**config.mk**
```make
export PLATFORM = sky130hd
export DESIGN_NAME = proc_clk_divider
export DESIGN_NICKNAME = d
export VERILOG_FILES = /design/src/rtl/clkdiv_pkg.sv /design/src/rtl/clkdiv_regs.sv /design/src/rtl/clkdiv_src_switch.sv /design/src/rtl/clkdiv_ratio_div.sv /design/src/rtl/clkdiv_bus_div.sv /design/src/rtl/proc_clk_divider.sv
export SDC_FILE = /design/constraint.sdc
export NUM_CORES = 1
export LEC_CHECK = 0
export BUFFER_PORTS_ARGS = -buffer_cell sky130_fd_sc_hd__buf_2
export CORE_UTILIZATION = 47
export DETAILED_ROUTE_END_ITERATION = 10
export PLACE_DENSITY = 0.84
export SETUP_SLACK_MARGIN = 0.15
export SLEW_MARGIN = 20
export SYNTH_ARGS = -nofsm -noshare
export SYNTH_HDL_FRONTEND = slang
export SYNTH_SLANG_ARGS = --single-unit
```
**constraint.sdc**
```tcl
create_clock -name clk -period 2.6 [get_ports clk]
set_input_delay 0.26 -clock clk [delete_from_list [all_inputs] [get_ports clk]]
set_output_delay 0.26 -clock clk [all_outputs]
set_load 0.02 [all_outputs]
```
**src/rtl/clkdiv_pkg.sv**
```systemverilog
package clkdiv_pkg;
   localparam logic [1:0] SRC_RC   = 2'd0;
   localparam logic [1:0] SRC_XTAL = 2'd1;
   localparam logic [1:0] SRC_PLL  = 2'd2;
   localparam logic [1:0] SRC_RSVD = 2'd3;

   // field positions inside the address-0 word
   localparam int SRC_LO = 16;
   localparam int M_LO   = 8;
   localparam int N_LO   = 4;
endpackage

```
**src/rtl/clkdiv_regs.sv**
```systemverilog
module clkdiv_regs
   import clkdiv_pkg::*;
#(
   parameter int M_W   = 5,
   parameter int N_W   = 2,
   parameter int BUS_W = 2
) (
   input  logic             clk,
   input  logic             rst_n,
   input  logic             wr_en,
   input  logic             wr_addr,
   input  logic [31:0]      wr_data,
   input  logic             rd_addr,
   output logic [31:0]      rd_data,
   output logic [1:0]       src_q,
   output logic [M_W-1:0]   m_q,
   output logic [N_W-1:0]   n_q,
   output logic [BUS_W-1:0] bus_q,
   output logic             src_start
);
   logic [1:0] code;
   logic       unused_wr;

   assign code      = wr_data[SRC_LO +: 2];
   assign unused_wr = ^wr_data;
   assign src_start = wr_en && !wr_addr && (code != SRC_RSVD) && (code != src_q);

   always_ff @(posedge clk or negedge rst_n) begin
      if (!rst_n) begin
         src_q <= SRC_XTAL;
         m_q   <= '0;
         n_q   <= N_W'(1);
         bus_q <= '0;
      end else if (wr_en) begin
         if (!wr_addr) begin
            m_q <= wr_data[M_LO +: M_W];
            n_q <= wr_data[N_LO +: N_W];
            if (code != SRC_RSVD) src_q <= code;
         end else begin
            bus_q <= wr_data[BUS_W-1:0];
         end
      end
   end

   always_comb begin
      rd_data = '0;
      if (!rd_addr) begin
         rd_data[SRC_LO +: 2] = src_q;
         rd_data[M_LO +: M_W] = m_q;
         rd_data[N_LO +: N_W] = n_q;
      end else begin
         rd_data[BUS_W-1:0] = bus_q;
      end
   end
endmodule

```
**src/rtl/clkdiv_src_switch.sv**
```systemverilog
module clkdiv_src_switch
   import clkdiv_pkg::*;
#(
   parameter int SETTLE = 8
) (
   input  logic       clk,
   input  logic       rst_n,
   input  logic       start,
   input  logic [1:0] req,
   output logic [1:0] active,
   output logic       busy
);
   localparam int CW = $clog2(SETTLE + 1);
   logic [CW-1:0] cnt;

   always_ff @(posedge clk or negedge rst_n) begin
      if (!rst_n) begin
         busy   <= 1'b0;
         cnt    <= '0;
         active <= SRC_XTAL;
      end else if (start) begin
         busy <= 1'b1;
         cnt  <= '0;
      end else if (busy) begin
         if (cnt == CW'(SETTLE - 1)) begin
            busy   <= 1'b0;
            active <= req;
         end else begin
            cnt <= cnt + 1'b1;
         end
      end
   end
endmodule

```
**src/rtl/clkdiv_ratio_div.sv**
```systemverilog
module clkdiv_ratio_div #(
   parameter int M_W = 5,
   parameter int N_W = 2
) (
   input  logic           clk,
   input  logic           rst_n,
   input  logic           hold,
   input  logic           tick,
   input  logic [M_W-1:0] m,
   input  logic [N_W-1:0] n,
   output logic           wrap,
   output logic           proc_en
);
   localparam int MAX_SHIFT = (1 << N_W) - 1;
   localparam int MAX_RATIO = (1 << M_W) << MAX_SHIFT;
   localparam int CNT_W     = $clog2(MAX_RATIO + 1);

   logic [CNT_W-1:0] ratio, eff, cnt;

   assign ratio = (CNT_W'(m) + CNT_W'(1)) << n;
   assign wrap  = !hold && tick && (cnt == eff - 1'b1);

   always_ff @(posedge clk or negedge rst_n) begin
      if (!rst_n) begin
         cnt     <= '0;
         eff     <= CNT_W'(2);
         proc_en <= 1'b0;
      end else begin
         proc_en <= wrap;
         if (hold) begin
            cnt <= '0;
            eff <= ratio;
         end else if (tick) begin
            if (wrap) begin
               cnt <= '0;
               eff <= ratio;
            end else begin
               cnt <= cnt + 1'b1;
            end
         end
      end
   end
endmodule

```
**src/rtl/clkdiv_bus_div.sv**
```systemverilog
module clkdiv_bus_div #(
   parameter int BUS_W          = 2,
   parameter bit BUS_CODE0_DIV2 = 1'b0
) (
   input  logic             clk,
   input  logic             rst_n,
   input  logic             hold,
   input  logic             wrap,
   input  logic [BUS_W-1:0] code,
   output logic             bus_en
);
   localparam int MAX_DIV = 1 << ((1 << BUS_W) - 1);
   localparam int DW      = $clog2(MAX_DIV + 1);

   logic [DW-1:0] bdiv, bcnt;

   generate
      if (BUS_CODE0_DIV2) begin : g_code0_half
         assign bdiv = (code == '0) ? DW'(2) : (DW'(1) << code);
      end else begin : g_code0_pass
         assign bdiv = DW'(1) << code;
      end
   endgenerate

   always_ff @(posedge clk or negedge rst_n) begin
      if (!rst_n) begin
         bcnt   <= '0;
         bus_en <= 1'b0;
      end else if (hold) begin
         bcnt   <= '0;
         bus_en <= 1'b0;
      end else if (wrap) begin
         if (bcnt >= bdiv - 1'b1) begin
            bcnt   <= '0;
            bus_en <= 1'b1;
         end else begin
            bcnt   <= bcnt + 1'b1;
            bus_en <= 1'b0;
         end
      end else begin
         bus_en <= 1'b0;
      end
   end
endmodule

```
**src/rtl/proc_clk_divider.sv**
```systemverilog
module proc_clk_divider
   import clkdiv_pkg::*;
#(
   parameter int M_W            = 5,
   parameter int N_W            = 2,
   parameter int BUS_W          = 2,
   parameter int SETTLE_CYCLES  = 8,
   parameter bit BUS_CODE0_DIV2 = 1'b0
) (
   input  logic        clk,
   input  logic        rst_n,
   input  logic        ref_rc_tick,
   input  logic        ref_xtal_tick,
   input  logic        ref_pll_tick,
   input  logic        wr_en,
   input  logic        wr_addr,
   input  logic [31:0] wr_data,
   input  logic        rd_addr,
   output logic [31:0] rd_data,
   output logic        switch_busy,
   output logic        proc_en,
   output logic        bus_en
);
   generate
      if (SETTLE_CYCLES < 8) begin : g_bad_settle
         $error("SETTLE_CYCLES must be at least 8");
      end
      if (M_W < 1 || M_W > 5) begin : g_bad_m
         $error("M_W must fit bits 12:8");
      end
      if (N_W < 1 || N_W > 2) begin : g_bad_n
         $error("N_W must fit bits 5:4");
      end
      if (BUS_W < 1 || BUS_W > 2) begin : g_bad_bus
         $error("BUS_W must be 1 or 2");
      end
   endgenerate

   logic [1:0]       src_req, src_act;
   logic [M_W-1:0]   m_q;
   logic [N_W-1:0]   n_q;
   logic [BUS_W-1:0] bus_q;
   logic             src_start, hold, sel_tick, wrap;

   clkdiv_regs #(.M_W(M_W), .N_W(N_W), .BUS_W(BUS_W)) u_regs (
      .clk(clk), .rst_n(rst_n), .wr_en(wr_en), .wr_addr(wr_addr),
      .wr_data(wr_data), .rd_addr(rd_addr), .rd_data(rd_data),
      .src_q(src_req), .m_q(m_q), .n_q(n_q), .bus_q(bus_q),
      .src_start(src_start)
   );

   clkdiv_src_switch #(.SETTLE(SETTLE_CYCLES)) u_switch (
      .clk(clk), .rst_n(rst_n), .start(src_start), .req(src_req),
      .active(src_act), .busy(switch_busy)
   );

   always_comb begin
      case (src_act)
         SRC_RC:  sel_tick = ref_rc_tick;
         SRC_PLL: sel_tick = ref_pll_tick;
         default: sel_tick = ref_xtal_tick;
      endcase
   end

   assign hold = switch_busy | src_start;

   clkdiv_ratio_div #(.M_W(M_W), .N_W(N_W)) u_div (
      .clk(clk), .rst_n(rst_n), .hold(hold), .tick(sel_tick),
      .m(m_q), .n(n_q), .wrap(wrap), .proc_en(proc_en)
   );

   clkdiv_bus_div #(.BUS_W(BUS_W), .BUS_CODE0_DIV2(BUS_CODE0_DIV2)) u_bus (
      .clk(clk), .rst_n(rst_n), .hold(hold), .wrap(wrap),
      .code(bus_q), .bus_en(bus_en)
   );
endmodule

```
* After elaboration in Yosys (flattened, before gate mapping)
Cells that the tools add are included.
Operators by class: reductions and logical operators 17, add/subtract/negate cells 6, shift operators 2, eq/ne operators 6, bitwise logic cells 3, magnitude comparators 1, mux-type cells 23
Operator list (count):
- 9-bit 2-to-1 mux | 6
- 4-bit 2-to-1 mux | 6
- 9-bit by 1-bit adder with 9-bit output, second input constant | 1
- 9-bit equality test | 1
- 9-bit by 2-bit left shift with 9-bit output | 1
- 9-bit by 1-bit subtractor with 9-bit output, second input constant | 1
- 4-bit by 1-bit adder with 4-bit output, second input constant | 2
- 2-bit AND reduction | 4
- 5-bit by 1-bit adder with 6-bit output, second input constant | 1
- 1-bit 2-to-1 mux | 6
- 2-bit 2-to-1 mux | 3
- 3-bit AND reduction | 2
- 2-bit nonzero test | 3
- 1-bit logical AND | 5
- 5-bit 2-to-1 mux | 1
- 4-bit by 3-bit equality test with 1-bit output, second input constant | 1
- 4-bit >= comparator | 1
- 2-bit != test, second input constant | 2
- 1-bit by 2-bit left shift with 4-bit output, first input constant | 1
- 4-bit by 1-bit subtractor with 4-bit output, second input constant | 1
- 2-bit equality test, second input constant | 1
- 1-bit logical NOT | 2
- 2-bit logical NOT | 1
- 2-bit != test | 1
- other kinds (3) | 4
Storage, ports and cells: register bits after elaboration 42, input bits 40

* Logic depth before layout (Yosys ltp)
Gate-level depths: netlist (run 1).
depth after elaboration 11, depth in mapped cells 10, depth with buffers taken out 9

* Modules after synthesis
A second synthesis (run 1) with hierarchy kept.
Second synthesis, totals: cell total of the unflattened synthesis 306, area total of the unflattened synthesis 2892.8 µm²
Modules (own cells, without submodules):
- clkdiv_ratio_div | sequential area each 476.7 µm², instances 1, cells each 151, area an instance 1400.1 µm²
- clkdiv_regs | sequential area each 277.8 µm², instances 1, cells each 83, area an instance 733.2 µm²
- clkdiv_bus_div | sequential area each 125.1 µm², instances 1, cells each 39, area an instance 386.6 µm²
- clkdiv_src_switch | sequential area each 176.4 µm², instances 1, cells each 29, area an instance 347.8 µm²
- proc_clk_divider | sequential area each 0.0 µm², instances 1, cells each 4, area an instance 25.0 µm²

* Worst setup path before layout (run 1)
No wires, ideal clock.
path type register to register, start point reg u_div.eff[0], end point reg u_div.eff[6], path slack 0.008 ns, data required time 2.475 ns, library setup time 0.125 ns, stages on the path, launching flop included 11, arrival time 2.467 ns, path through dfrtp_1 -> inv_1 -> ha_1 -> or4b_4 -> nor4b_2 -> a31oi_1 -> a31oi_1 -> o2111ai_1 -> nand2_2 -> buf_2 -> mux2_2
Between the ends: cells in the longest elaborated chain, start to end 5
RTL lines:
- start, declared | line clkdiv_ratio_div.sv:18 | logic [CNT_W-1:0] ratio, eff, cnt;
- start signal, assigned | line clkdiv_ratio_div.sv:32 | eff <= ratio;
- start signal, assigned | line clkdiv_ratio_div.sv:36 | eff <= ratio;
- 9-bit by 1-bit subtractor with 9-bit output | line clkdiv_ratio_div.sv:21 | assign wrap = !hold && tick && (cnt == eff - 1'b1);
- 9-bit equality test | line clkdiv_ratio_div.sv:21
- 1-bit logical AND | line clkdiv_ratio_div.sv:21
- 2-bit nonzero test (no line)
- 2-bit AND reduction (no line)
No other way between the ends. A chain may end at the register's enable or synchronous reset.

* Worst setup path in the final report (run 1)
start point reg u_div.eff[0], end point reg u_bus.bcnt[0]
Between the ends: cells in the longest elaborated chain, start to end 4
RTL lines:
- 9-bit by 1-bit subtractor with 9-bit output | line clkdiv_ratio_div.sv:21
- 9-bit equality test | line clkdiv_ratio_div.sv:21
- 1-bit logical AND | line clkdiv_ratio_div.sv:21
- 2-bit nonzero test (no line)
- end signal, assigned | line clkdiv_bus_div.sv:37 | bcnt <= bcnt + 1'b1;
- end, declared | line clkdiv_bus_div.sv:15 | logic [DW-1:0] bdiv, bcnt;
No other way between the ends.

==> summary.txt, run 1 <==
Worst setup path
  – CP Cell Sequence: buf_4 > or4_1 > nor2_2 > xnor2_1 > nor3_1 > o2111ai_2 > buf_6 > buf_6 > or3_4 > a21oi_2
  – WP data arrival: 2.85 ns
  – Crit-path max cell delay: 0.58 ns
  – CP Capture Type: flop
  – CP max FO: 3
  – Worst EP required: 2.83 ns
  – Critical-path top delay cell: or4_1
  – CP Launch Type: flop
  – CP Class: reg2reg
  – Worst path most repeated cell: buf_6

GRT
  – Met1 usage: 0.229
  – Met2 Use GR: 0.370
  – Initial antenna violation count: 0
  – Total congestion overflow: 0
  – Gr usage total: 0.200
  – First-pass GRT wire length: 9580 um
  – Largest net degree at the start of global routing: 43
  – Met3 Usage GRT: 0.0353
  – Vias in the first global route: 2156
  – Busiest metal layer after global routing: met2

Timing
  – Max_slew headroom: 0.375
  – Final Hold Fails: 0
  – Hold slack final: 0.106 ns
  – RSZ-0062 raised after global routing: true
  – Final setup fails: 1
  – Setup TNS: -0.0207 ns
  – Part of the cycle the worst path needs: 1.01
  – Max Transition Viols Final: 0
  – Actual slew at the worst max-slew pin: 0.938 ns
  – Worst Skew: 0.00892 ns
  – Setup ws final: -0.0207 ns
  – Achievable Freq: 382 MHz
  – Fin crit period: 2.62 ns

CTS
  – Reg clk slew, reported paths: 0.08 ns
  – Hold Buf Count CTS: 0
  – Clk sinks: 42
  – Max clock buf depth: 2
  – CTS tree: done
  – CTS Root Cell: clkbuf_8
  – Clk Latency, worst-skew pair: 0.30 ns
  – Total CTS buffers: 5
  – Htree depth: 2

Floorplan
  – Die height: 77.4 um
  – Die X-Extent: 77.4 um
  – Core area: 0.00551 mm^2
  – Initial Utilization: 0.485
  – Site Rows: 27
  – IO Count: 75
  – Die area: 0.00599 mm^2

Finish
  – Post-layout nets: 382
  – Area grow syn2layout: 15.0%
  – Fin area: 0.00307 mm^2
  – Fillers: 487
  – Footprint of the multi-input gates: 0.00154 mm^2
  – Share of post-route cells with drive strength above 1: 0.263
  – Layout Cells excl Fill: 407
  – Register area: 0.00106 mm^2
  – # diodes: 0

Logic synthesis
  – Most used DFF post-synth: dfrtp_1
  – Post-Syn Instances: 293
  – Seq/Total Area, Yosys: 0.395
  – Mapped Avg Cell Area: 9.12 um^2
  – Synth cell types: 47
  – #FFs+latches synth: 42
  – Post-Syn Area: 0.00267 mm^2
  – Ys Warns: 0
  – Number of enable flip-flop cells after synthesis: 0
  – Asr flop ratio synth: 1.00

Power
  – Int Pwr: 1.49 mW
  – Comb power frac: 0.409
  – Power density over the cells: 787 mW/mm^2
  – Clock Power Share: 0.184
  – Flop pwr share: 0.407
  – Switch share: 0.386
  – Power, Total: 2.42 mW
  – Pleak: 1.44 nW
  – Maximum vdd drop: 0.383 mV
  – Net Switching: 934 uW

Detailed routing
  – Post-route DRC: 0
  – Detail Route Antenna Nets: 0
  – Vias per cell: 5.35
  – Final WL: 5580 um
  – Wire per inst: 13.7 um
  – Vias: 2178
  – DR pass1 iterations: 4
  – Starting DRT DRC Count: 80

Placement
  – Gp weighted congestion: 0.834
  – # placed instances: 392
  – Dpl hpwl: 3790 um
  – Post-place instance area: 0.00284 mm^2
  – Port Buf Inserts: 32

Min path
  – Min-Delay Path Class: in2async

Run
  – Max cap viols: 0

Outcome
  – Failing checks: setup timing
  – Status: finished with violations
-- synthesized netlist by cell type, drive strengths merged (2+ instances only) --
library cell | instances | area share
nor2b | 11 | 0.026
or3 | 5 | 0.012
xor2 | 14 | 0.046
and3 | 3 | 0.0070
nor2 | 24 | 0.034
ha | 8 | 0.037
inv | 6 | 0.0084
a21oi | 8 | 0.016
nand4 | 7 | 0.016
nor3 | 6 | 0.011
a31oi | 5 | 0.012
mux2 | 13 | 0.055
clkbuf | 7 | 0.010
or2 | 2 | 0.0047
and2 | 3 | 0.0070
a21o | 2 | 0.0056
dfstp | 4 | 0.039
mux2i | 4 | 0.015
buf | 24 | 0.067
nor4b | 2 | 0.0089
xnor2 | 10 | 0.033
nand2b | 5 | 0.012
dfrtp | 38 | 0.36
nand3b | 5 | 0.014
nand3 | 11 | 0.021
nand2 | 39 | 0.056
o21ai | 13 | 0.024
-- cell type report --
type,count,share of cell area
Clock buffer,6,0.0269
Clock inverter,2,0.00407
Inverter,6,0.00733
Multi-Input combinational cell,235,0.500
Sequential cell,42,0.344
Tap cell,72,0.0293
Timing Repair Buffer,44,0.0887
-- worst max-delay path, delay by kind of cell (launching register included) --
| kind | cells | cell delay [ns] |
|---|---|---|
| AO/OA/AOI/OAI | 2 | 0.31 |
| XOR/XNOR | 1 | 0.09 |
| buffers and inverters | 3 | 0.43 |
| flip-flops | 1 | 0.39 |
| AND/OR/NAND/NOR | 4 | 1.33 |
-- repair_timing --
action                                  CTS  global route
gates cloned                              0             1
buffers inserted                          5             1
gates resized for setup                   6            17
endpoints found under the setup margin   11            24
pin swaps                                 5             7
-- state kept, by name, summed over array words and instances (netlist names) --
register / count
u_bus.bus_en: 1
u_switch.active: 2
u_switch.busy: 1
u_switch.cnt: 4
u_regs.bus_q: 2
u_div.cnt: 9
u_regs.src_q: 2
u_regs.n_q: 2
u_div.proc_en: 1
u_div.eff: 9
u_bus.bcnt: 4
u_regs.m_q: 5
-- placed cells by master, fill, tap and decap left out, types with 2 or more instances in the layout --
cell type and count:
nand4_1 7, xor2_1 14, a21oi_1 7, nor2_1 19, nand3_1 11, nand2_1 38, xnor2_1 9, dfrtp_1 38
or2_2 2, o21ai_1 4, nand3b_1 5, and2_1 3, and3_1 3, mux2_2 13, nand2b_1 5, a31oi_1 5
a21o_1 2, or3_1 4, buf_6 6, buf_2 32, nor2_2 5, conb_1 21, nor3_1 6, dfstp_2 4
ha_1 7, clkbuf_8 6, o21ai_0 9, mux2i_1 4, inv_1 6, nor2b_1 11, buf_4 6
-- worst paths after layout --
kind	from	end	slack, ns	cells past startpoint
min in group clk	wr_data[11]	u_regs.m_q[3]$_DFFE_PN0P_	0.14	3
worst max-delay path	u_div.eff[0]$_DFFE_PN0P_	u_bus.bcnt[0]$_DFFE_PN0P_	-0.02	10
worst min register to register	u_bus.bcnt[3]$_DFFE_PN0P_	u_bus.bcnt[3]$_DFFE_PN0P_	0.52	2
worst min-delay path	rst_n	u_div.cnt[4]$_DFFE_PN0P_	0.11	1
max in group asynchronous	rst_n	u_div.eff[8]$_DFFE_PN0P_	1.92	1
worst max register to register	u_div.eff[0]$_DFFE_PN0P_	u_bus.bcnt[0]$_DFFE_PN0P_	-0.02	10
-- logic make-up (layout without fill, tap and decap cells) --
kind of cell               after synthesis  after routing  synth area share
adders and majority gates                8              8            0.0375
muxes                                   18             18            0.0782
other                                    1             21           0.00140
xor gates and xnor gates                24             24            0.0787
DFF                                     42             42             0.395
and+or+nand+nor                        128            129             0.245
buffers and inverters                   37             58            0.0857
AOI/OAI and AO/OA                       35             35            0.0787
-- metal layers --
layer,vias to the layer above,part of all wire
li1,1044,-
met1,1076,0.42
met2,49,0.54
met3,9,0.027
met4,0,0.014
met5,-,0
-- through the flow --
| step | setup slack, ns | util |
|---|---|---|
| 2_1_floorplan | 0.181 | - |
| 3_3_place_gp | 0.0913 | 0.516 |
| 3_5_place_dp | 0.0161 | 0.516 |
| 4_1_cts | 0.0539 | 0.544 |
| 5_1_grt | -0.103 | 0.558 |
| 6_report | -0.0207 | 0.558 |
-- power by group through the flow --
stage	clock network [mW]	logic, mW	registers (mW)
floorplan	0	0.721	0.941
global placement	0	0.827	0.980
detailed placement	0	0.855	0.988
CTS	0.458	0.921	0.972
global route	0.479	1.10	1.01
finish	0.445	0.990	0.984
No activity file was read; power rests on OpenSTA's default activity.
==> inputs of run 2 (changes only) <==
--- a/config.mk
+++ b/config.mk
@@ -6,11 +6,12 @@
 export NUM_CORES = 1
 export LEC_CHECK = 0
 export BUFFER_PORTS_ARGS = -buffer_cell sky130_fd_sc_hd__buf_2
-export CORE_UTILIZATION = 47
+export CORE_UTILIZATION = 48
 export DETAILED_ROUTE_END_ITERATION = 10
 export PLACE_DENSITY = 0.84
 export SETUP_SLACK_MARGIN = 0.15
 export SLEW_MARGIN = 20
 export SYNTH_ARGS = -nofsm -noshare
 export SYNTH_HDL_FRONTEND = slang
+export SYNTH_HIERARCHICAL = 1
 export SYNTH_SLANG_ARGS = --single-unit
==> summary.txt, run 2 <==
Outcome
  – Status: complete, no violations

GRT
  – Initial antenna violation count: 0 (unchanged)
  – Largest net degree at the start of global routing: 43 (unchanged)
  – Total congestion overflow: 0 (unchanged)
  – First-pass GRT wire length: 9520 um (-0.72%)
  – Gr usage total: 0.191 (-0.00879)
  – Met1 usage: 0.242 (+0.0136)
  – Vias in the first global route: 2105 (-2.4%)
  – Met2 Use GR: 0.330 (-0.0400)
  – Busiest metal layer after global routing: met2
  – Met3 Usage GRT: 0.0263 (-0.00901)

Floorplan
  – Site Rows: 27 (unchanged)
  – Die height: 79.6 um (+2.9%)
  – Die X-Extent: 79.6 um (+2.9%)
  – Initial Utilization: 0.513 (+0.0274)
  – IO Count: 75 (unchanged)
  – Core area: 0.00564 mm^2 (+2.5%)
  – Die area: 0.00634 mm^2 (+5.8%)

Logic synthesis
  – #FFs+latches synth: 42 (unchanged)
  – Number of enable flip-flop cells after synthesis: 0 (unchanged)
  – Post-Syn Instances: 306 (+4.4%)
  – Post-synthesis simple-gate area fraction: 0.240 (-0.00480)
  – Asr flop ratio synth: 1.00 (unchanged)
  – Top-count cell post-synth: nand2_1
  – Adder-cell share of the synthesized area: 0.0389 (+0.00147)
  – Synth Area in Compound Gates: 0.124 (+0.0451)
  – Most used DFF post-synth: dfrtp_1
  – Most instantiated cells after synthesis: 39 x nand2_1, 38 x dfrtp_1, 22 x buf_4
  – Yosys top cell by area: dfrtp_1
  – Seq/Total Area, Yosys: 0.365 (-0.0301)
  – Largest cells by area after synthesis: dfrtp_1 33%, buf_4 5.7%, nand2_1 5.1%
  – Synth top area share: 0.329 (-0.0271)
  – Mapped Avg Cell Area: 9.45 um^2 (+3.6%)
  – Largest family of logic cells by synthesized area: simple AND/OR/NAND/NOR gates
  – XOR/XNOR Fraction of Synth Area: 0.0636 (-0.0151)
  – Ys Warns: 6 (+6)
  – Mux share of post-synthesis cell area: 0.0744 (-0.00379)
  – Synth cell types: 58 (+23%)
  – Post-Syn Area: 0.00289 mm^2 (+8.2%)

Timing
  – Actual slew at the worst max-slew pin: 0.909 ns (-0.0288 ns)
  – Fin crit period: 2.50 ns (-0.121 ns)
  – RSZ-0062 raised after global routing: true
  – Final Hold Fails: 0 (unchanged)
  – Worst Skew: 0.00541 ns (-0.00351 ns)
  – Final setup fails: 0 (-1)
  – Max_slew headroom: 0.394 (+0.0192)
  – Max Transition Viols Final: 0 (unchanged)
  – Setup ws final: 0.101 ns (+0.121 ns)
  – Setup TNS: 0 ns (+0.0207 ns)
  – Part of the cycle the worst path needs: 0.961 (-0.0467)
  – Achievable Freq: 400 MHz (+4.9%)

Worst setup path
  – CP Class: reg2reg
  – CP max FO: 5 (+2)
  – CP Capture Type: flop
  – Critical-path top delay cell: dfstp_2
  – CP Cell Sequence: inv_2 > a21oi_4 > o31ai_4 > or2_4 > nor4b_4 > nand4_1 > a221oi_4 > buf_4 > nor3b_1 > nor3_1
  – CP Launch Type: flop
  – Crit-path max cell delay: 0.55 ns (-0.03 ns)
  – Worst EP required: 2.78 ns (-0.05 ns)
  – WP data arrival: 2.68 ns (-0.17 ns)

Detailed routing
  – DR pass1 iterations: 5 (+1)
  – Wire per inst: 14.7 um (+7.3%)
  – Vias: 2336 (+7.3%)
  – Post-route DRC: 0 (unchanged)
  – Starting DRT DRC Count: 108 (+35%)
  – Detail Route Antenna Nets: 0 (unchanged)
  – Final WL: 6280 um (+13%)
  – Vias per cell: 5.47 (+2.2%)

Finish
  – Largest regs: u_div/cnt (9), u_div/eff (9), u_regs/m_q (5)
  – Fin area: 0.00345 mm^2 (+12%)
  – Final core utilization: 0.611 (+0.0525)
  – Most common cell after layout, fill and taps aside: nand2_1
  – Most frequent cells in the layout: 39 x nand2_1, 37 x dfrtp_1, 32 x buf_2, 22 x conb_1, 18 x nor2_1
  – Post-layout nets: 403 (+5.5%)
  – Register area: 0.00106 mm^2 (+0.12%)
  – Area grow syn2layout: 19.1%
  – Footprint of the multi-input gates: 0.00177 mm^2 (+15%)
  – # diodes: 0 (unchanged)
  – Fillers: 429 (-12%)
  – Share of post-route cells with drive strength above 1: 0.304 (+0.0415)

CTS
  – CTS Root Cell: clkbuf_8
  – Htree depth: 2 (unchanged)
  – Clk Latency, worst-skew pair: 0.30 ns (about the same)
  – Clk sinks: 42 (unchanged)
  – Total CTS buffers: 5 (unchanged)
  – CTS tree: done
  – Max clock buf depth: 2 (unchanged)
  – Reg clk slew, reported paths: 0.08 ns (about the same)

Min path
  – Min-Delay Path Class: in2async

Power
  – Pleak: 1.57 nW (+9.2%)
  – Power density over the cells: 863 mW/mm^2 (+9.7%)
  – Maximum vdd drop: 0.548 mV (+43%)
  – Power, Total: 2.98 mW (+23%)

Run
  – Max cap viols: 0 (unchanged)

Placement
  – Dpl hpwl: 4000 um (+5.6%)
  – Post-place instance area: 0.00312 mm^2 (+9.8%)
  – Gp weighted congestion: 0.778 (-6.7%)
  – Worst slack, placed: 0.0608 ns (+0.0447 ns)
  – Port Buf Inserts: 32 (unchanged)
## run 2: cell types whose count changed in the layout (fill, tap and decap cells not counted), moves of 4 or more
cell       previous run  this run
buf_4                 6        14
mux2_2               13         5
mux2_4                0         7
o2111ai_1             0         6
inv_1                 6        11
nand3_1              11         6
nor2_2                5         0
xor2_1               14         9
a31oi_1               5         1
mux2i_1               4         8
## run 2: worst paths after layout
check | end | start | cells after the start | slack [ns]
max in group asynchronous | u_regs/src_q[1]$_DFFE_PN0P_ | rst_n | 1 | 1.89
worst max register to register | u_bus/bcnt[2]$_DFFE_PN0P_ | u_regs/src_q[0]$_DFFE_PN1P_ | 10 | 0.10
worst min-delay path | u_switch/cnt[0]$_DFFE_PN0P_ | rst_n | 1 | 0.09
worst max-delay path | u_bus/bcnt[2]$_DFFE_PN0P_ | u_regs/src_q[0]$_DFFE_PN1P_ | 10 | 0.10
min in group clk | u_regs/n_q[0]$_DFFE_PN1P_ | wr_data[4] | 3 | 0.14
worst min register to register | u_switch/active[1]$_DFFE_PN0P_ | u_switch/active[1]$_DFFE_PN0P_ | 1 | 0.54
## run 2: where the power goes
group          leakage [nW]  switching, mW  internal (mW)
Clock                0.0714          0.229          0.410
Combinational         0.962          0.679          0.663
Sequential            0.536          0.192          0.802
Total                  1.57           1.10           1.87
## run 2: critical path: cells and delay by family (launching register included)
family                 cells  cell delay, ns
flip-flops                 1            0.55
AO/OA/AOI/OAI              3            0.51
AND/OR/NAND/NOR            5            1.09
buffers and inverters      2            0.22
## run 2: kinds of logic (layout without fill, tap and decap cells)
family / after synthesis / in the layout
AO/OA/AOI/OAI: 46 / 46
XOR/XNOR: 21 / 21
adder cells (fa/ha/maj): 9 / 9
buffers and inverters: 42 / 71
flip-flops: 42 / 42
multiplexers: 20 / 20
other: 2 / 22
AND/OR/NAND/NOR: 124 / 124
## run 2: repair_timing
action                                  4_1_cts  5_1_grt
gates cloned                                  0        1
hold buffers                                  0        0
hold endpoints to repair                      0        0
endpoints found under the setup margin       11       14
resized for setup                             3       15
buffers inserted                              4        6
pin swaps                                     2        2
## run 2: final cells by class
cell class / instances / area share
Tap cell: 72 / 0.0261
Multi-Input combinational cell: 242 / 0.513
Clock inverter: 2 / 0.0174
Clock buffer: 6 / 0.0240
Timing Repair Buffer: 51 / 0.0999
Sequential cell: 42 / 0.307
Inverter: 12 / 0.0131
## run 2: stage by stage
| stage | cells | hold slack (ns) |
|---|---|---|
| global placement | 408 | 0.438 |
| CTS | 420 | 0.128 |
| global route | 427 | 0.142 |
| detailed placement | 408 | 0.448 |
| floorplan | 326 | -0.0356 |
| finish | 427 | 0.0884 |
## run 2: metal layers
metal,share of wire,vias to the layer above
met2,0.51,78
met4,0.013,0
li1,-,1107
met5,0,-
met3,0.039,8
met1,0.43,1143
==> inputs of run 3 (changes only) <==
--- a/config.mk
+++ b/config.mk
@@ -6,9 +6,9 @@
 export NUM_CORES = 1
 export LEC_CHECK = 0
 export BUFFER_PORTS_ARGS = -buffer_cell sky130_fd_sc_hd__buf_2
-export CORE_UTILIZATION = 48
+export CORE_UTILIZATION = 45
 export DETAILED_ROUTE_END_ITERATION = 10
-export PLACE_DENSITY = 0.84
+export PLACE_DENSITY = 0.8
 export SETUP_SLACK_MARGIN = 0.15
 export SLEW_MARGIN = 20
 export SYNTH_ARGS = -nofsm -noshare
==> summary.txt, run 3 (same netlist as run 2, synthesis figures left out) <==
Worst setup path
  – CP Launch Type: flop
  – CP max FO: 4 (-1)
  – WP data arrival: 2.64 ns (-0.04 ns)
  – Worst EP required: 2.81 ns (+0.03 ns)
  – CP Capture Type: flop
  – CP Class: reg2reg

Detailed routing
  – Post-route DRC: 0 (unchanged)
  – Vias per cell: 5.27 (-3.6%)
  – Vias: 2251 (-3.6%)
  – DR pass1 iterations: 4 (-1)
  – Final WL: 5430 um (-14%)
  – Wire per inst: 12.7 um (-14%)
  – Detail Route Antenna Nets: 0 (unchanged)
  – Starting DRT DRC Count: 95 (-12%)

Floorplan
  – Core area: 0.00606 mm^2 (+7.4%)
  – Initial Utilization: 0.477 (-0.0355)
  – IO Count: 75 (unchanged)
  – Die X-Extent: 82.2 um (+3.2%)
  – Site Rows: 28 (+3.7%)
  – Die height: 82.2 um (+3.2%)
  – Die area: 0.00675 mm^2 (+6.5%)

Finish
  – Largest regs: u_div/cnt (9), u_div/eff (9), u_regs/m_q (5)
  – Final core utilization: 0.551 (-0.0594)
  – Fillers: 518 (+21%)
  – Most frequent cells in the layout: 39 x nand2_1, 38 x dfrtp_1, 32 x buf_2, 22 x conb_1, 18 x nor2_1
  – Post-layout nets: 400 (-0.74%)
  – Register area: 0.00106 mm^2 (-0.12%)
  – Most common cell after layout, fill and taps aside: nand2_1
  – Share of post-route cells with drive strength above 1: 0.301 (-0.00309)
  – Fin area: 0.00334 mm^2 (-3.0%)
  – Area grow syn2layout: 15.5%
  – # diodes: 0 (unchanged)
  – Footprint of the multi-input gates: 0.00174 mm^2 (-1.3%)

CTS
  – Max clock buf depth: 2 (unchanged)
  – Hold Buf Count CTS: 0 (unchanged)
  – Htree depth: 2 (unchanged)
  – CTS Root Cell: clkbuf_8
  – Clk sinks: 42 (unchanged)
  – Reg clk slew, reported paths: 0.09 ns (about the same)
  – CTS tree: done
  – Total CTS buffers: 5 (unchanged)
  – Clk Latency, worst-skew pair: 0.30 ns (about the same)

GRT
  – Largest net degree at the start of global routing: 43 (unchanged)
  – Vias in the first global route: 2034 (-3.4%)
  – Initial antenna violation count: 0 (unchanged)
  – Total congestion overflow: 0 (unchanged)
  – First-pass GRT wire length: 8740 um (-8.1%)
  – Gr usage total: 0.168 (-0.0234)

Placement
  – Post-place instance area: 0.00313 mm^2 (+0.36%)
  – Dpl hpwl: 3960 um (-0.99%)
  – Worst slack, placed: 0.122 ns (+0.0609 ns)
  – Gp weighted congestion: 0.757 (-2.7%)
  – Port Buf Inserts: 32 (unchanged)

Timing
  – Setup ws final: 0.175 ns (+0.0748 ns)
  – Part of the cycle the worst path needs: 0.933 (-0.0288)
  – Final setup fails: 0 (unchanged)
  – Max_slew headroom: 0.399 (+0.00526)
  – Final Hold Fails: 0 (unchanged)
  – Max Transition Viols Final: 0 (unchanged)
  – RSZ-0062 raised after global routing: true
  – Fin crit period: 2.42 ns (-0.0748 ns)
  – Achievable Freq: 412 MHz (+3.1%)
  – Actual slew at the worst max-slew pin: 0.902 ns (-0.00789 ns)
  – Setup TNS: 0 ns (unchanged)
  – Worst Skew: 0.0113 ns (+0.00590 ns)

Min path
  – Min-Delay Path Class: in2async

Power
  – Power density over the cells: 817 mW/mm^2 (-5.4%)
  – Power, Total: 2.73 mW (-8.3%)
  – Maximum vdd drop: 0.468 mV (-15%)
  – Pleak: 1.50 nW (-4.3%)

Run
  – Max cap viols: 0 (unchanged)

Outcome
  – Status: complete, no violations
run 3: changes by cell type in the layout (fill, tap and decap cells not counted), sizes merged:
cell      delta
clkinvlp     +1
bufinv       -1
clkbuf       -1
buf          -2
run 3: metal layers:
layer	share of wire	wire length, um	GRT usage
met3	0.036	194	0.0319
met2	0.50	2690	0.280
met1	0.46	2480	0.216
met4	0.012	66	0.0614
met5	0	0	0
run 3: final cells by class:
cell class | count | area share
Tap cell | 75 | 0.0281
Timing Repair Buffer | 48 | 0.0876
Clock inverter | 2 | 0.0112
Multi-Input combinational cell | 242 | 0.522
Inverter | 12 | 0.0135
Sequential cell | 42 | 0.316
Clock buffer | 6 | 0.0217
run 3: where the power goes:
| group | leakage [nW] | switching (mW) | internal [mW] |
|---|---|---|---|
| registers | 0.537 | 0.182 | 0.802 |
| logic | 0.914 | 0.618 | 0.611 |
| clock network | 0.0514 | 0.230 | 0.287 |
run 3: stage by stage:
step | hold slack, ns | std cells
2_1_floorplan | -0.0356 | 326
3_3_place_gp | 0.447 | 412
3_5_place_dp | 0.453 | 412
4_1_cts | 0.118 | 424
5_1_grt | 0.129 | 427
6_report | 0.0682 | 427
run 3: final timing paths:
kind                                             start  cells after the start  slack (ns)                         to
max                        u_regs/src_q[0]$_DFFE_PN1P_                     10        0.18  u_bus/bcnt[2]$_DFFE_PN0P_
min                                              rst_n                      1        0.07  u_regs/m_q[0]$_DFFE_PN0P_
max reg2reg                u_regs/src_q[0]$_DFFE_PN1P_                     10        0.18  u_bus/bcnt[2]$_DFFE_PN0P_
min reg2reg                   u_div/eff[8]$_DFFE_PN0P_                      1        0.55   u_div/eff[8]$_DFFE_PN0P_
max in group asynchronous                        rst_n                      1        1.95  u_bus/bcnt[0]$_DFFE_PN0P_
min in group clk                            wr_data[4]                      3        0.13  u_regs/n_q[0]$_DFFE_PN1P_
run 3: critical path: stages, from the launching register on:
cell and delay [ns]:
dfstp_2 0.55, inv_2 0.05, a21oi_2 0.17, o31ai_4 0.07, or2_4 0.26, nor4b_4 0.25, nand4_1 0.17, a221oi_2 0.30
nor4bb_2 0.27, a21oi_1 0.07, nor3_1 0.17
run 3: what timing repair did:
item                                    CTS  global route
setup buffers                             4             3
resized for setup                         1             7
endpoints found under the setup margin    3            13
pin swaps                                 0             5
